==> config.mk <==
export PLATFORM = sky130hd
export DESIGN_NAME = scb_three_operand_adder
export DESIGN_NICKNAME = d
export VERILOG_FILES = /design/src/rtl/scb_pkg.sv /design/src/rtl/scb_digit_cell.sv /design/src/rtl/scb_ripple_cell.sv /design/src/rtl/scb_convert.sv /design/src/rtl/scb_three_operand_adder.sv
export SDC_FILE = /design/constraint.sdc
export NUM_CORES = 1
export LEC_CHECK = 0
export CAP_MARGIN = 5
export CORE_MARGIN = 2
export CORE_UTILIZATION = 30
export DETAILED_ROUTE_END_ITERATION = 16
export PLACE_DENSITY = 0.62
export SLEW_MARGIN = 20
export SYNTH_ARGS = -nofsm -noshare
export SYNTH_HDL_FRONTEND = slang
export SYNTH_HIERARCHICAL = 1
export SYNTH_SLANG_ARGS = --single-unit
export TNS_END_PERCENT = 5
==> constraint.sdc <==
create_clock -name vclk -period 6.9
set_clock_uncertainty 0.05 [all_clocks]
set_input_delay 1.38 -clock vclk [all_inputs]
set_output_delay 1.38 -clock vclk [all_outputs]
set_load 0.05 [all_outputs]
==> src/rtl/scb_pkg.sv <==
`timescale 1ns/1ps
package scb_pkg;
  // One redundant digit: parity part and inverted-majority (negative weight) part
  typedef struct packed {
    logic u;
    logic r;
  } scb_digit_t;
endpackage

==> src/rtl/scb_digit_cell.sv <==
`timescale 1ns/1ps
module scb_digit_cell
  import scb_pkg::*;
(
  input  logic       op_a,
  input  logic       op_b,
  input  logic       op_c,
  output scb_digit_t dig
);
  always_comb begin
    dig.u = op_a ^ op_b ^ op_c;
    // AND/XOR form of the complemented majority
    dig.r = 1'b1 ^ (op_a & op_b) ^ (op_b & op_c) ^ (op_c & op_a);
  end

  // digit value with assumed in/out carries matches the bit count minus one
  always_comb begin
    assert_digit_value_R1: assert ((int'(dig.u) - 2 * int'(dig.r) + 1) ==
                                   (int'(op_a) + int'(op_b) + int'(op_c) - 1))
      else $error("digit value mismatch");
    // r may only be set when at most one input bit is high
    assert_borrow_bound_R1: assert (!dig.r || ((int'(op_a) + int'(op_b) + int'(op_c)) <= 1))
      else $error("r set with two or more inputs high");
  end
endmodule

==> src/rtl/scb_ripple_cell.sv <==
`timescale 1ns/1ps
module scb_ripple_cell (
  input  logic x_bit,
  input  logic q_bit,
  input  logic p_bit,
  input  logic z_in,
  output logic s_bit,
  output logic z_out
);
  logic t_bit;
  always_comb begin
    t_bit = q_bit ^ z_in;
    s_bit = x_bit ^ t_bit;
    z_out = p_bit & t_bit;
  end
endmodule

==> src/rtl/scb_convert.sv <==
`timescale 1ns/1ps
module scb_convert #(
  parameter int unsigned W = 10
) (
  input  logic [W-1:0] opx,
  input  logic [W-1:0] opy,
  output logic [W-1:0] res
);
  logic [W-1:0] p_vec;
  logic [W-1:0] q_vec;
  logic [W-1:0] z_vec;

  always_comb begin
    p_vec = opx ^ opy;
    // diagonal term: current bit of opy against the one below (no carry input)
    q_vec = opy ^ {opy[W-2:0], 1'b0};
    z_vec[0] = 1'b0;
  end

  for (genvar i = 0; i < W; i++) begin : g_bit
    if (i < W - 1) begin : g_link
      scb_ripple_cell u_cell (
        .x_bit (opx[i]),
        .q_bit (q_vec[i]),
        .p_bit (p_vec[i]),
        .z_in  (z_vec[i]),
        .s_bit (res[i]),
        .z_out (z_vec[i+1])
      );
    end else begin : g_last
      // top position has no successor, so the z output is not formed
      assign res[i] = opx[i] ^ q_vec[i] ^ z_vec[i];
    end
  end

  // the z chain delivers the binary sum of its two operands
  always_comb begin
    assert_chain_sum_R2: assert (res == W'(opx + opy))
      else $error("conversion chain result differs from operand sum");
  end
endmodule

==> src/rtl/scb_three_operand_adder.sv <==
`timescale 1ns/1ps
module scb_three_operand_adder
  import scb_pkg::*;
#(
  parameter int unsigned N = 8
) (
  input  logic [N-1:0] a,
  input  logic [N-1:0] b,
  input  logic [N-1:0] c,
  output logic [N+1:0] sum
);
  localparam int unsigned W = N + 2;
  localparam logic [W-1:0] MAX_SUM = W'(3) * ((W'(1) << N) - W'(1));

  scb_digit_t [N-1:0] digs;
  logic [N-1:0]       u_vec;
  logic [N-1:0]       rn_vec;
  logic [W-1:0]       par_op;
  logic [W-1:0]       maj_op;

  for (genvar n = 0; n < N; n++) begin : g_digit
    scb_digit_cell u_dig (
      .op_a (a[n]),
      .op_b (b[n]),
      .op_c (c[n]),
      .dig  (digs[n])
    );
    assign u_vec[n]  = digs[n].u;
    assign rn_vec[n] = ~digs[n].r;
  end

  always_comb begin
    par_op = {2'b00, u_vec};
    // complemented r carries weight 2^(n+1); this absorbs the assumed carries
    maj_op = {1'b0, rn_vec, 1'b0};
  end

  scb_convert #(.W(W)) u_conv (
    .opx (par_op),
    .opy (maj_op),
    .res (sum)
  );

  always_comb begin
    assert_sum_exact_R2: assert (sum == (W'(a) + W'(b) + W'(c)))
      else $error("sum differs from a+b+c");
    assert_no_overflow_R3: assert (sum <= MAX_SUM)
      else $error("sum exceeds largest reachable total");
    assert_zero_in_zero_out_R4: assert (!((a == '0) && (b == '0) && (c == '0)) || (sum == '0))
      else $error("zero operands gave non-zero sum");
  end
endmodule

* Word-level counts from Yosys, hierarchy flattened
Cells that the tools add are included.
W data, S select, Z words.
** Storage, ports and cells
- Logic and storage cells :: 100
- Register bits after elaboration :: 0
- Input port bits :: 24
** Cells by class
- Bitwise operators :: 100
** Operator list (count)
- $xor A1 B1 Y1 :: 49
- $and A1 B1 Y1 :: 33
- $not A1 Y1 :: 16
- $xor A9 B10 Y10 :: 1
- $xor A8 B9 Y9 :: 1

* Logic depth before layout (Yosys ltp)
Gate-level depths: netlist of the first run.
- Word-level depth :: 24
- Depth in mapped cells :: 23

* Cells and area by module
The synthesis of the first run kept the hierarchy.
** By module, submodules not included
- scb_digit_cell :: times used 8, cells each 5, area each 35.0 um2
- scb_ripple_cell :: times used 9, cells each 3, area each 25.0 um2
- scb_convert :: times used 1, cells each 21, area each 178.9 um2
- scb_three_operand_adder :: times used 1, cells each 9, area each 33.8 um2

* Worst setup path after synthesis of the first run
OpenSTA, ideal clock, no wires.
- Kind :: input -> output
- Start point :: input a[0]
- End point :: output sum[9]
- Path slack :: -0.462 ns
- Path buffers :: 0
- Stages on the path :: 22
- Arrival :: 5.932 ns
- Data required time :: 5.470 ns
- Cells stage by stage :: inv_1 fa_1 inv_1 xor2_1 xor2_1 and2_2 xor2_1 and2_2 xor2_1 and2_2 xor2_1 and2_2 xor2_1 and2_2 xor2_1 and2_2 xor2_1 and2_2 xor2_1 and2_2 xor2_1 xnor2_1
** RTL lines
- start, declared :: RTL line scb_three_operand_adder.sv:7 : input logic [N-1:0] a,
- end, declared :: RTL line scb_three_operand_adder.sv:10 : output logic [N+1:0] sum

==> flow_metrics.env, run 1 <==
export IMPL_busiest_layer="met2"
export IMPL_drt_wirelength_per_cell_um=8.13
export IMPL_ys_types=6
export IMPL_final_area_mm2=0.00140
export IMPL_synth_compound_gate_area_share_pct=0
export IMPL_crit_arrival_ns=5.29
export IMPL_period_needed_ns=6.72
export IMPL_vias_per_cell=3.55
export IMPL_pwr_share_comb_pct=100.0
export IMPL_totalWireLength_um=1520
export IMPL_drtAntennaViolNets=0
export IMPL_initial_core_util_pct=32.2
export IMPL_synth_cells=97
export IMPL_switching_share_pct=50.4
export IMPL_grt_overflow=0
export IMPL_crit_path_max_fanout=2
export IMPL_status="completed"
export IMPL_seqPwrFrac_pct=0
export IMPL_met2_usage_pct=27.9
export IMPL_ys_top_cells_by_area="xor2_1 (44%), fa_1 (22%), inv_1 (21%), and2_2 (9.4%), xnor2_1 (2.4%)"
export IMPL_antenna_diode_count=0
export IMPL_dp_slack_ns=-0.579
export IMPL_grt_pass1_vias=686
export IMPL_peakVddDrop_mv=0.230
export IMPL_ios=34
export IMPL_hold_violations=0
export IMPL_fin_util_pct=62.5
export IMPL_dieArea_mm2=0.00280
export IMPL_die_w_um=52.9
export IMPL_chipHeight_um=52.9
export IMPL_nClkBuffers=0
export IMPL_cp_start_kind="input port"
export IMPL_worstPathRequired_ns=5.47
export IMPL_firstDrtPassIters=2
export IMPL_drive_gt1_share_pct=38.4
export IMPL_synthAdderAreaFrac_pct=22.3
export IMPL_power_total_uw=459
export IMPL_port_buffers=34
export IMPL_syn_to_final_growth_pct=94.4
export IMPL_p_per_area_mw_per_mm2=329
export IMPL_yosys_area_top_type="xor2_1"
export IMPL_max_freq_ghz=0.149
export IMPL_syn_mean_instance_area_um2=7.40
export IMPL_synth_mux_area_share_pct=0
export IMPL_nNetsFinal=193
export IMPL_rows=17
export IMPL_yosys_area_share_simple_pct=9.41
export IMPL_clockPowerShare_pct=0
export IMPL_seq_cell_count=0
export IMPL_grt_max_degree=4
export IMPL_via_count=664
export IMPL_drcViolationCount=0
export IMPL_end_kind="output pin"
export IMPL_setup_viol=0
export IMPL_dpl_hpwl_um=1210
export IMPL_drv_slew=0
export IMPL_grt_use_met3_pct=0.847
export IMPL_postPlaceCellArea_mm2=0.00125
export IMPL_p_leak_uw=0.000778
export IMPL_max_cap_violations=0
export IMPL_timing_final_crit_share_pct=97.4
export IMPL_multi_input_area_um2=693
export IMPL_core_area_mm2=0.00223
export IMPL_grt_pass1_wl_um=2660
export IMPL_ff_latch_area_um2=0
export IMPL_switching_power_uw=231
export IMPL_antenna_found_initial=0
export IMPL_synth_top_family_by_area="XOR/XNOR gates"
export IMPL_track_usage_pct=12.6
export IMPL_synth_area_um2=718
export IMPL_drt_iter0_markers=1
export IMPL_internal_power_uw=228
export IMPL_grt_use_met1_pct=12.7
export IMPL_synth_xor_area_share_pct=46.3
export IMPL_setup_tns_ns=0
export IMPL_place_congestion=0.665
export IMPL_worst_slack_ns=0.177
export IMPL_fill_cells=209
export IMPL_hold_class="in -> out"
export IMPL_synth_top_cell_area_share_pct=43.9
export IMPL_ys_seq_area_share_pct=0
export IMPL_yosysWarnings=6
export IMPL_path_class="in -> out"
==> power by group through the flow <==
| stage | Combinational [uW] | Sequential, uW | Clock, uW |
|---|---|---|---|
| 6_report | 459 | 0 | 0 |
| 5_1_grt | 488 | 0 | 0 |
| 4_1_cts | 448 | 0 | 0 |
| 3_5_place_dp | 383 | 0 | 0 |
| 3_3_place_gp | 381 | 0 | 0 |
| 2_1_floorplan | 223 | 0 | 0 |
==> cell type report <==
class | count | area share, %
inverter | 40 | 10.8
multi-input combinational | 63 | 49.6
tap | 28 | 2.51
timing repair buffer | 56 | 37.1
==> path summary, 6_finish.rpt <==
check,from,slack (ns),endpoint,cells after the start
setup / recovery,c[2],0.18,sum[9],21
hold / removal,c[6],3.72,sum[6],6
==> worst max-delay path, stage by stage <==
cell and delay (ns):
clkdlybuf4s50_1 0.47, inv_2 0.05, fa_1 0.55, inv_2 0.05, xor2_1 0.13, and2_4 0.14
xor2_2 0.17, and2_4 0.16, xor2_2 0.17, and2_4 0.18, xor2_2 0.17, and2_4 0.18
xor2_2 0.16, and2_4 0.17, xor2_2 0.15, and2_4 0.17, xor2_2 0.15, and2_4 0.19
xor2_4 0.20, xnor2_4 0.15, buf_12 0.15
==> cell families after synthesis <==
logic type,Yosys count
simple gates,9
other cells,2
fa+ha+maj,8
buf+inv,40
xor+xnor,38
==> metal layers <==
layer / part of all wire (%) / wire, um
met1: 34 / 510
met4: 1.2 / 19
met5: 0 / 0
met2: 61 / 923
met3: 4.5 / 68
==> through the flow <==
stage | instances | hold WS (ns)
finish | 187 | 3.72
global route | 187 | 3.76
CTS | 185 | 3.72
detailed placement | 176 | 3.72
global placement | 176 | 3.70
floorplan | 103 | 3.27
==> timing repair <==
item,4_1_cts,5_1_grt
gates resized for setup,29,16
pin swaps,15,12
setup buffers,9,2
hold buffers,0,0
setup endpoints to repair,2,2
==> layout by cell type, fill, tap and decap left out, types with 5 or more instances in the layout <==
cell type | Yosys | layout
and2_4 | 0 | 8
buf_4 | 0 | 23
clkbuf_2 | 0 | 5
clkdlybuf4s50_1 | 0 | 23
conb_1 | 2 | 8
fa_1 | 8 | 7
inv_1 | 40 | 30
inv_2 | 0 | 10
xor2_1 | 36 | 28
xor2_2 | 0 | 7
==> synthesized netlist by cell type <==
master   count
conb_1       2
and2_2       9
xnor2_1      2
fa_1         8
xor2_1      36
inv_1       40
Note: power is estimated with default switching activity, not from simulation.
==> inputs of run 2 (changes only) <==
- CAP_MARGIN: 5 -> unset
==> results of run 2 <==
Final layout, timing and power as in run 1 (identical DEF).
